### src/rtl/fn_state_evq.sv
module fn_state_evq #(
  parameter int SLOT_W = 2,
  parameter int FID_W  = 8,
  parameter int ADDR_W = 32,
  parameter int TMR_W  = 16,
  parameter int Q_AW   = 4
) (
  input  logic              clk,
  input  logic              rst_n,
  input  logic              cmd_valid,
  input  logic [1:0]        cmd_op,
  input  logic [FID_W-1:0]  cmd_fid,
  output logic              rsp_valid,
  output logic [2:0]        rsp_code,
  input  logic              plug_valid,
  input  logic [SLOT_W-1:0] plug_slot,
  input  logic [FID_W-1:0]  plug_fid,
  input  logic              plug_attach,
  input  logic              unplug_valid,
  input  logic [SLOT_W-1:0] unplug_slot,
  input  logic [TMR_W-1:0]  rel_ticks,
  input  logic              tmr_tick,
  input  logic              fault_valid,
  input  logic [SLOT_W-1:0] fault_slot,
  input  logic [15:0]       fault_code,
  input  logic [ADDR_W-1:0] fault_addr,
  input  logic [31:0]       fault_info,
  output logic              evt_pending,
  input  logic              evt_pop,
  output logic [1:0]        evt_type,
  output logic [31:0]       evt_handle,
  output logic [FID_W-1:0]  evt_fid,
  output logic [15:0]       evt_status,
  output logic [ADDR_W-1:0] evt_addr,
  output logic [31:0]       evt_extra,
  output logic              evt_overflow,
  output logic              crw_strobe
);
  localparam int NFUNC  = 1 << SLOT_W;
  localparam int QDEPTH = 1 << Q_AW;
  localparam int RW     = 2 + 32 + FID_W + 16 + ADDR_W + 32;
  localparam logic [Q_AW:0] QFULL = QDEPTH[Q_AW:0];

  localparam logic [2:0] ST_RSV = 3'd0, ST_STBY = 3'd1, ST_DIS = 3'd2,
                         ST_ENA = 3'd3, ST_ERR = 3'd4;
  localparam logic [2:0] RSP_DONE = 3'd1, RSP_NOACT = 3'd2,
                         RSP_RSV = 3'd3, RSP_UNK = 3'd4;
  localparam logic [1:0] OP_CFG = 2'd0, OP_DCFG = 2'd1, OP_ENA = 2'd2;
  localparam logic [1:0] EV_ERR = 2'd1, EV_AVL = 2'd2;
  localparam logic [15:0] PS_ATTACH = 16'h0301, PS_DETREQ = 16'h0303,
                          PS_FORCED = 16'h0304, PS_REMOVED = 16'h0308;

  logic [NFUNC-1:0] pres_q, hen_q, tmr_on;
  logic [2:0]       st_q    [NFUNC];
  logic [FID_W-1:0] fid_q   [NFUNC];
  logic [TMR_W-1:0] tmr_cnt [NFUNC];
  logic [3*NFUNC-1:0] st_flat;

  logic [NFUNC-1:0]  c_hit, p_dup, x_vec;
  logic [SLOT_W-1:0] c_idx, x_idx;
  logic c_found, x_any, f_go, u_go, p_go, c_go;

  always_comb begin
    c_idx = '0;
    x_idx = '0;
    for (int i = NFUNC - 1; i >= 0; i--) begin
      c_hit[i] = pres_q[i] && (fid_q[i] == cmd_fid);
      p_dup[i] = pres_q[i] && (fid_q[i] == plug_fid) && (SLOT_W'(i) != plug_slot);
      x_vec[i] = tmr_on[i] && (tmr_cnt[i] == '0);
      if (c_hit[i]) c_idx = SLOT_W'(i);
      if (x_vec[i]) x_idx = SLOT_W'(i);
    end
  end

  assign c_found = |c_hit;
  assign x_any   = |x_vec;
  assign f_go    = fault_valid && !x_any;
  assign u_go    = unplug_valid && !x_any && !fault_valid;
  assign p_go    = plug_valid && !x_any && !fault_valid && !unplug_valid;
  assign c_go    = cmd_valid && !(x_any || fault_valid || unplug_valid || plug_valid);

  logic [2:0] c_st, c_nst, c_rsp;
  logic       c_upd, c_en;
  assign c_st = st_q[c_idx];

  always_comb begin
    c_rsp = RSP_NOACT;
    c_nst = c_st;
    c_en  = hen_q[c_idx];
    c_upd = 1'b0;
    if (!c_found) c_rsp = RSP_UNK;
    else case (cmd_op)
      OP_CFG:
        if (c_st == ST_RSV) c_rsp = RSP_RSV;
        else if (c_st == ST_STBY) begin
          c_rsp = RSP_DONE; c_nst = ST_DIS; c_upd = 1'b1;
        end
      OP_DCFG:
        if (c_st == ST_RSV) c_rsp = RSP_RSV;
        else if (c_st != ST_STBY) begin
          c_rsp = RSP_DONE; c_nst = ST_STBY; c_en = 1'b0; c_upd = 1'b1;
        end
      OP_ENA:
        if (c_st == ST_RSV) c_rsp = RSP_RSV;
        else if (c_st == ST_DIS) begin
          c_rsp = RSP_DONE; c_nst = ST_ENA; c_en = 1'b1; c_upd = 1'b1;
        end
      default:
        if (c_st != ST_RSV && c_st != ST_STBY) begin
          c_rsp = RSP_DONE; c_nst = ST_DIS; c_en = 1'b0; c_upd = 1'b1;
        end
    endcase
  end

  logic p_new, p_att, f_ok;
  assign p_new = !pres_q[plug_slot] && !(|p_dup);
  assign p_att = pres_q[plug_slot] && (st_q[plug_slot] == ST_RSV) && plug_attach;
  assign f_ok  = pres_q[fault_slot] && (st_q[fault_slot] == ST_ENA);

  logic              ev_push;
  logic [1:0]        ev_type;
  logic [SLOT_W-1:0] ev_slot;
  logic [FID_W-1:0]  ev_fid;
  logic [15:0]       ev_stat;
  logic [ADDR_W-1:0] ev_addr;
  logic [31:0]       ev_xtra, ev_hnd;

  always_comb begin
    ev_push = 1'b0; ev_type = EV_AVL; ev_slot = '0; ev_stat = '0;
    ev_addr = '0;   ev_xtra = '0;
    if (x_any) begin
      ev_push = 1'b1; ev_slot = x_idx; ev_stat = PS_FORCED;
    end else if (fault_valid) begin
      ev_slot = fault_slot;
      if (f_ok) begin
        ev_push = 1'b1; ev_type = EV_ERR; ev_stat = fault_code;
        ev_addr = fault_addr; ev_xtra = fault_info;
      end
    end else if (unplug_valid) begin
      ev_slot = unplug_slot;
      if (pres_q[unplug_slot]) begin
        if (st_q[unplug_slot] == ST_STBY) begin
          ev_push = 1'b1; ev_stat = PS_REMOVED;
        end else if (st_q[unplug_slot] != ST_RSV && !tmr_on[unplug_slot]) begin
          ev_push = 1'b1; ev_stat = PS_DETREQ;
        end
      end
    end else if (plug_valid) begin
      ev_slot = plug_slot;
      if ((p_new && plug_attach) || p_att) begin
        ev_push = 1'b1; ev_stat = PS_ATTACH;
      end
    end
    ev_fid = pres_q[ev_slot] ? fid_q[ev_slot] : plug_fid;
    ev_hnd = {hen_q[ev_slot], {(31 - SLOT_W){1'b0}}, ev_slot};
  end

  always_ff @(posedge clk or negedge rst_n) begin
    if (!rst_n) begin
      rsp_valid <= 1'b0;
      rsp_code  <= '0;
      pres_q    <= '0;
      hen_q     <= '0;
      tmr_on    <= '0;
      for (int i = 0; i < NFUNC; i++) begin
        st_q[i]    <= ST_RSV;
        fid_q[i]   <= '0;
        tmr_cnt[i] <= '0;
      end
    end else begin
      rsp_valid <= c_go;
      if (c_go) rsp_code <= c_rsp;
      for (int i = 0; i < NFUNC; i++)
        if (tmr_on[i] && tmr_tick && tmr_cnt[i] != '0) tmr_cnt[i] <= tmr_cnt[i] - 1'b1;
      if (x_any) begin
        st_q[x_idx]   <= ST_STBY;
        pres_q[x_idx] <= 1'b0;
        hen_q[x_idx]  <= 1'b0;
        tmr_on[x_idx] <= 1'b0;
      end else if (f_go) begin
        if (f_ok) st_q[fault_slot] <= ST_ERR;
      end else if (u_go) begin
        if (pres_q[unplug_slot]) begin
          if (st_q[unplug_slot] == ST_RSV || st_q[unplug_slot] == ST_STBY)
            pres_q[unplug_slot] <= 1'b0;
          else if (!tmr_on[unplug_slot]) begin
            tmr_on[unplug_slot]  <= 1'b1;
            tmr_cnt[unplug_slot] <= rel_ticks;
          end
        end
      end else if (p_go) begin
        if (p_new) begin
          pres_q[plug_slot] <= 1'b1;
          fid_q[plug_slot]  <= plug_fid;
          st_q[plug_slot]   <= plug_attach ? ST_STBY : ST_RSV;
          hen_q[plug_slot]  <= 1'b0;
          tmr_on[plug_slot] <= 1'b0;
        end else if (p_att) st_q[plug_slot] <= ST_STBY;
      end else if (c_go && c_upd) begin
        st_q[c_idx]  <= c_nst;
        hen_q[c_idx] <= c_en;
        if (c_nst == ST_STBY) tmr_on[c_idx] <= 1'b0;
      end
    end
  end

  for (genvar g = 0; g < NFUNC; g++) begin : g_flat
    assign st_flat[3*g +: 3] = st_q[g];
  end

  logic [RW-1:0]   q_mem [QDEPTH];
  logic [Q_AW-1:0] q_wp, q_rp;
  logic [Q_AW:0]   q_cnt;
  logic            push_ok, pop_ok;

  assign push_ok     = ev_push && (q_cnt != QFULL);
  assign pop_ok      = evt_pop && (q_cnt != '0);
  assign evt_pending = (q_cnt != '0);
  assign {evt_type, evt_handle, evt_fid, evt_status, evt_addr, evt_extra} = q_mem[q_rp];

  always_ff @(posedge clk)
    if (push_ok) q_mem[q_wp] <= {ev_type, ev_hnd, ev_fid, ev_stat, ev_addr, ev_xtra};

  always_ff @(posedge clk or negedge rst_n) begin
    if (!rst_n) begin
      q_wp <= '0; q_rp <= '0; q_cnt <= '0;
      evt_overflow <= 1'b0;
      crw_strobe   <= 1'b0;
    end else begin
      if (push_ok) q_wp <= q_wp + 1'b1;
      if (pop_ok)  q_rp <= q_rp + 1'b1;
      q_cnt <= q_cnt + (Q_AW+1)'(push_ok) - (Q_AW+1)'(pop_ok);
      if (ev_push && !push_ok) evt_overflow <= 1'b1;
      crw_strobe <= push_ok;
    end
  end
endmodule

### config.mk
export PLATFORM = sky130hd
export DESIGN_NAME = fn_state_evq
export DESIGN_NICKNAME = d
export VERILOG_FILES = /design/src/rtl/fn_state_evq.sv
export SDC_FILE = /design/constraint.sdc
export NUM_CORES = 2
export LEC_CHECK = 0
export BUFFER_PORTS_ARGS = -buffer_cell sky130_fd_sc_hd__buf_2
export CAP_MARGIN = 20
export CORE_MARGIN = 2
export CORE_UTILIZATION = 48
export CTS_BUF_LIST = sky130_fd_sc_hd__clkbuf_8
export DETAILED_ROUTE_END_ITERATION = 16
export PLACE_DENSITY = 0.63
export SYNTH_ARGS = -nofsm -noshare
export SYNTH_HDL_FRONTEND = slang
export SYNTH_SLANG_ARGS = --single-unit
### constraint.sdc
create_clock -name clk -period 16.3 [get_ports clk]
set_input_delay 2.445 -clock clk [delete_from_list [all_inputs] [get_ports clk]]
set_output_delay 2.445 -clock clk [all_outputs]
set_load 0.02 [all_outputs]
---- Word level (Yosys, flattened, before mapping) ----
Memory sizes are Yosys's and may differ from the RTL's.
Cells that the tools add are included.
W data, S select, Z words.
operators by class
  $add $sub $neg .......................... 8
  $lt $le $gt $ge ......................... 21
  equality and inequality tests ........... 31
  multiplexer cells ....................... 172
  bitwise logic cells ..................... 31
  reduce and logical (&&, ||, !) cells .... 94
operator list
  kind                     count
  $mux W64                 6
  $mux W32                 6
  $mux W16                 9
  $mux W12                 8
  $mux W4                  23
  $bwmux W64               1
  $eq A8 B8 Y1             8
  $logic_not A16 Y1        4
  $reduce_bool A16 Y1      4
  $sub A16 B1 Y16 const B  4
  $mux W3                  21
  $logic_and A1 B1 Y1      51
  $mux W10                 5
  $mux W2                  22
  $mux W1                  37
  $bwmux W32               1
  $demux W16 S2            1
  $mux W8                  4
  $and A4 B4 Y4            7
  $and A8 B8 Y8            3
  $bmux W3 S2              4
  $bwmux W12               2
  $demux W3 S2             4
  $not A8 Y8               3
  43 further kinds         119
storage, ports and cells
  flip-flop bits (word level) ............. 139
  bits in writable memories ............... 1488
  input port bits ......................... 129
  memories kept ........................... 1
memories
  memory  depth  width  rd ports  clocked after Yosys merged registers in  wr ports  RTL line  source
  q_mem   16     93     1         0                                        1         211       logic [RW-1:0] q_mem [QDEPTH];

---- Depth between registers and ports, before layout ----
  depth after elaboration ................. 22
  gate-level depth with buffers ........... 18
  depth with buffers taken out ............ 16

---- Least setup slack after synthesis ----
No wires, ideal clock.
  kind .................................... input to register
  from .................................... in plug_slot[1]
  to ...................................... mem q_mem[5][0] in the netlist's numbering, enable pin
  library setup time ...................... 0.659 ns
  data arrival time ....................... 10.834 ns
  required time ........................... 15.641 ns
  setup slack ............................. 4.808 ns
  stages on the path ...................... 11
  path buffers ............................ 2
  cell sequence ........................... clkbuf_1 > or2_2 > clkbuf_1 > nand3_1 > nor3_1 > nor4_1 > a31oi_1 > o21bai_1 > a21o_1 > o21ai_1 > nor3_1
on the way
  longest elaborated chain between the ends .. 16
  elaborated cells between the ends (all ways) .. 31
  those cells by class .................... 3 x eq/ne; 12 x mux; 1 x bitwise; 15 x reduce/logical
ends and longest elaborated chain
  item                                        RTL line  source
  from (decl)                                 16        input logic [SLOT_W-1:0] plug_slot,
  $not A2 Y3 (not written as such)            117       assign p_att = pres_q[plug_slot] && (st_q[plug_slot] == ST_RSV) && plug_attach;
  $bmux W3 S2                                 117
  $mux W3 (not written as such) (2 in a row)  117
  $logic_not A3 Y1                            117
  $logic_and A1 B1 Y1 (2 in a row)            117
  $logic_or A1 B1 Y1 *                        150       if ((p_new && plug_attach) || p_att) begin
  $mux W1 *                                   150
  $mux W1 *                                   148       end else if (plug_valid) begin
  $mux W1 *                                   139       end else if (unplug_valid) begin
  $mux W1 *                                   133       end else if (fault_valid) begin
  $mux W1 *                                   131       if (x_any) begin
  $logic_and A1 B1 Y1 *                       216       assign push_ok = ev_push && (q_cnt != QFULL);
  $mux W1 *                                   222       if (push_ok) q_mem[q_wp] <= {ev_type, ev_hnd, ev_fid, ev_stat, ev_addr, ev_xtra};
  $mux W1 (not written as such) *             222
  to (decl)                                   211
Mark *: on every way between the ends. The rest lies on a longest branch, timed or not. The select of a mux whose other input is x is not followed.

---- Worst setup path in the final report ----
  from .................................... reg q_rp[0]
  to ...................................... out evt_extra[17]
on the way
  longest elaborated chain between the ends .. 1
ends and longest elaborated chain
  item                    RTL line  source
  from (decl)             212       logic [Q_AW-1:0] q_wp, q_rp;
  from (signal assigned)  231       if (pop_ok) q_rp <= q_rp + 1'b1;
  $mem_v2 Z16 W93         -
  to (decl)               35        output logic [31:0] evt_extra,
Every way passes these cells.

==> impl_metrics.toml <==
[yosys]
yosys_most_used_dff = "edfxtp_1"
syn_inst = 3292
synth_warnings = 0
synth_edf_count = 1488
yosysUniqueCellTypes = 80
netlist.area_leader.share_pct = 67.8
async_reset_ff_share_pct = 8.54
synth-seq-cells = 1627
netlist_top_cells_area = "edfxtp_1 68%, mux4_2 16%, dfrtp_1 5.3%"
yosysSeqAreaShare_pct = 73.1
syn_area_per_cell_um2 = 20.0
yosysTopAreaCell = "edfxtp_1"
syn_area_mm2 = 0.0659

[cts]
cts.sinks = 1627
path_clk_slew_ns = 0.06
clock-root-buffer = "clkbuf_8"
cts-buffers-inserted = 282
cts_hold_buf = 0
insertion_delay_ns = 0.97
cts_resized = 0
cts_tree = "built"
h-tree-depth = 5
cts_buffer_depth = 4
post_cts_buffers = 0

[timing]
timing.fmax_ghz = 0.120
slew_violations = 0
timing.final.crit_share_pct = 51.2
tns_ns = 0
worst_pin_slew_ns = 1.15
finalHoldViolCount = 0
setup_viol = 0
rsz0062_at_grt = "no"
finalClockSkew_ns = 0.0587
fin_crit_ns = 8.35
relSlewSlack_pct = 23.6

[die]
coreArea_mm2 = 0.136
floorplan.initialDensity_pct = 48.5
pin_count = 258
fp-row-count = 135
die_width_um = 375
die_y_um = 375
dieArea_mm2 = 0.140

[worst_hold_path]
hold_path_end = "rsp_code[1]"
holdPathStages = 2
holdCritStartpoint = "rsp_code[1]"
hold_path_class = "flop to flop"

[grt]
grt_first_pass_wirelength_um = 229000
grt_antenna_before_repair = 7
grt_max_degree = 130
first_global_vias = 34900
grtUsageTotal_pct = 22.1
grt.overflow.total = 0

[layout]
finalNetCount = 3834
syn_to_final_growth_pct = 12.2
final_area_mm2 = 0.0740
drive_gt1_share_pct = 30.1

[setup_path]
cpMostUsedCell = "buf_4"
crit_arrival_ns = 5.90
cp_num_buf_inv = 4
worstPathCellList = "buf_4, buf_4, buf_4, mux4_2, mux4_2, buf_2"
timing.rr.end = "q_mem[12][65]"
max_stage_delay_ns = 1.03
crit_slowest_cell = "dfrtp_4"
start_kind = "flop"
critPathKind = "flop to output pin"
required_ns = 13.86
reg2reg_from = "tmr_cnt[52]"
cp-end-kind = "output pin"
reg2reg_depth = 10
crit_family = "buffers and inverters"
r2r_setup_slack_ns = 10.65
cp_max_fo = 45

[placed_design]
routabilityCongestion = 0.920
port_buffers = 228
dp_hpwl_um = 87100
dpl_cell_area_mm2 = 0.0691

[detailed_routing]
drtIter0Drc = 3228
drt.antenna.violating_nets = 0
postRouteWirelength_um = 154000
vias = 33500
wl_per_cell_um = 27.3
vias_per_cell = 5.92
drc = 0
first_pass_iters = 6

[flow_run]
cap_viol_max_count = 0

[power]
pwr_density_cell_mw_per_mm2 = 168
leakage_nw = 24.8
vdd_drop_max_mv = 0.125

[outcome]
status = "finished, final reports clean"
[cells in the final DEF, fill, tap and decap left out, types with 80 or more instances in the layout]
cell / netlist / routed
mux4_2: 470 / 470
dfrtp_1: 139 / 135
nor2_1: 105 / 101
clkbuf_8: 0 / 292
edfxtp_1: 1488 / 1488
xnor2_1: 111 / 111
inv_1: 36 / 113
buf_2: 11 / 227
a21oi_1: 80 / 80
nand2_1: 106 / 106
and2_1: 89 / 81
[metrics by stage]
step	util [%]	std cells	worst slack (ns)	power (mW)	hold WS, ns
finish	54.5	5654	7.95	12.4	0.480
CTS	54.4	5643	7.62	12.6	0.486
detailed placement	50.8	5180	8.70	9.26	0.471
global route	54.5	5651	7.38	13.0	0.514
floorplan	-	3320	4.81	7.99	0.479
global placement	50.8	5177	8.69	9.23	0.464
[metal layers]
layer / routed length (µm) / vias up / track usage (%)
li1: - / 14200 / -
met1: 66300 / 17800 / 31.6
met2: 74200 / 1255 / 34.8
met3: 11200 / 235 / 5.00
met4: 2680 / 8 / 5.66
met5: 41 / - / 0
[cell families after synthesis]
group                      count (synthesis)  share of synthesized area, %
DFF                                     1627                          73.1
muxes                                    525                          17.0
and+or+nand+nor                          487                          3.81
AOI/OAI and AO/OA                        266                          2.57
buffers and inverters                    242                          1.56
xor gates and xnor gates                 128                          1.70
adders and majority gates                 16                         0.315
other                                      1                       0.00569
[cell usage after synthesis, types with 4 or more instances]
master       n
clkbuf_1   128
buf_1       37
buf_4       29
mux2_2      43
and3_1       9
a22o_1       6
o21bai_1     4
inv_1       36
a21oi_1     80
nor3_1      48
a211oi_1     5
a22oi_1      7
dfrtp_1    139
mux4_2     470
o31ai_1     12
nand2b_1     7
ha_1        15
nor4_1      18
o22ai_1      5
mux2i_1     11
xor2_1      17
a31oi_1     13
nor2b_1     10
o21ai_1     20
or4_1        6
a41oi_1      5
o21ai_0     58
nor2_1     105
buf_2       11
nand2_1    106
or3_1       14
xnor2_1    111
a32oi_1      7
nand3_1     32
a21o_1      11
and2_1      89
edfxtp_1  1488
nand4_1     19
[sequential cells by signal, summed over array words and instances, names as in the netlist]
| signal | cells |
|---|---|
| hen_q | 4 |
| rsp_valid | 1 |
| evt_overflow | 1 |
| q_wp | 4 |
| fid_q | 32 |
| tmr_cnt | 64 |
| q_cnt | 5 |
| st_flat | 12 |
| pres_q | 4 |
| tmr_on | 4 |
| rsp_code | 3 |
| q_mem | 1488 |
| crw_strobe | 1 |
| q_rp | 4 |
[power breakdown]
part           switching, mW  total [mW]  internal, mW  leakage, nW
clock                   1.55        3.29          1.74         2.77
combinational           2.06        3.78          1.73         6.53
sequential             0.345        5.33          4.98         15.5
total                   3.95        12.4          8.45         24.8
[tightest hold or removal path: cells and delay by family (launching register included)]
family / cells / cell delay [ns]
AO/OA/AOI/OAI: 1 / 0.06
flip-flops: 1 / 0.34
AND/OR/NAND/NOR: 1 / 0.05
[how the worst max path moves through the flow]
stage,slack [ns],depth (start not counted),from,to
2_1_floorplan,4.81,11,plug_slot[1],q_mem[5][0]
3_3_place_gp,8.69,6,q_rp[0],evt_extra[17]
3_5_place_dp,8.70,6,q_rp[0],evt_extra[17]
4_1_cts,7.62,6,q_rp[0],evt_extra[17]
5_1_grt,7.38,6,q_rp[0],evt_extra[17]
6_report,7.95,6,q_rp[0],evt_extra[17]
[layout make-up]
| class | instances | area [µm²] |
|---|---|---|
| multi-input combinational | 1451 | 16900 |
| timing repair buffer | 290 | 1660 |
| clock buffer | 292 | 4020 |
| tap | 1781 | 2230 |
| inverter | 37 | 139 |
| fill | 10600 | 61800 |
| sequential | 1627 | 48200 |
| clock inverter | 171 | 846 |
| antenna | 5 | 12.5 |
(Power assumes the default switching activity.)
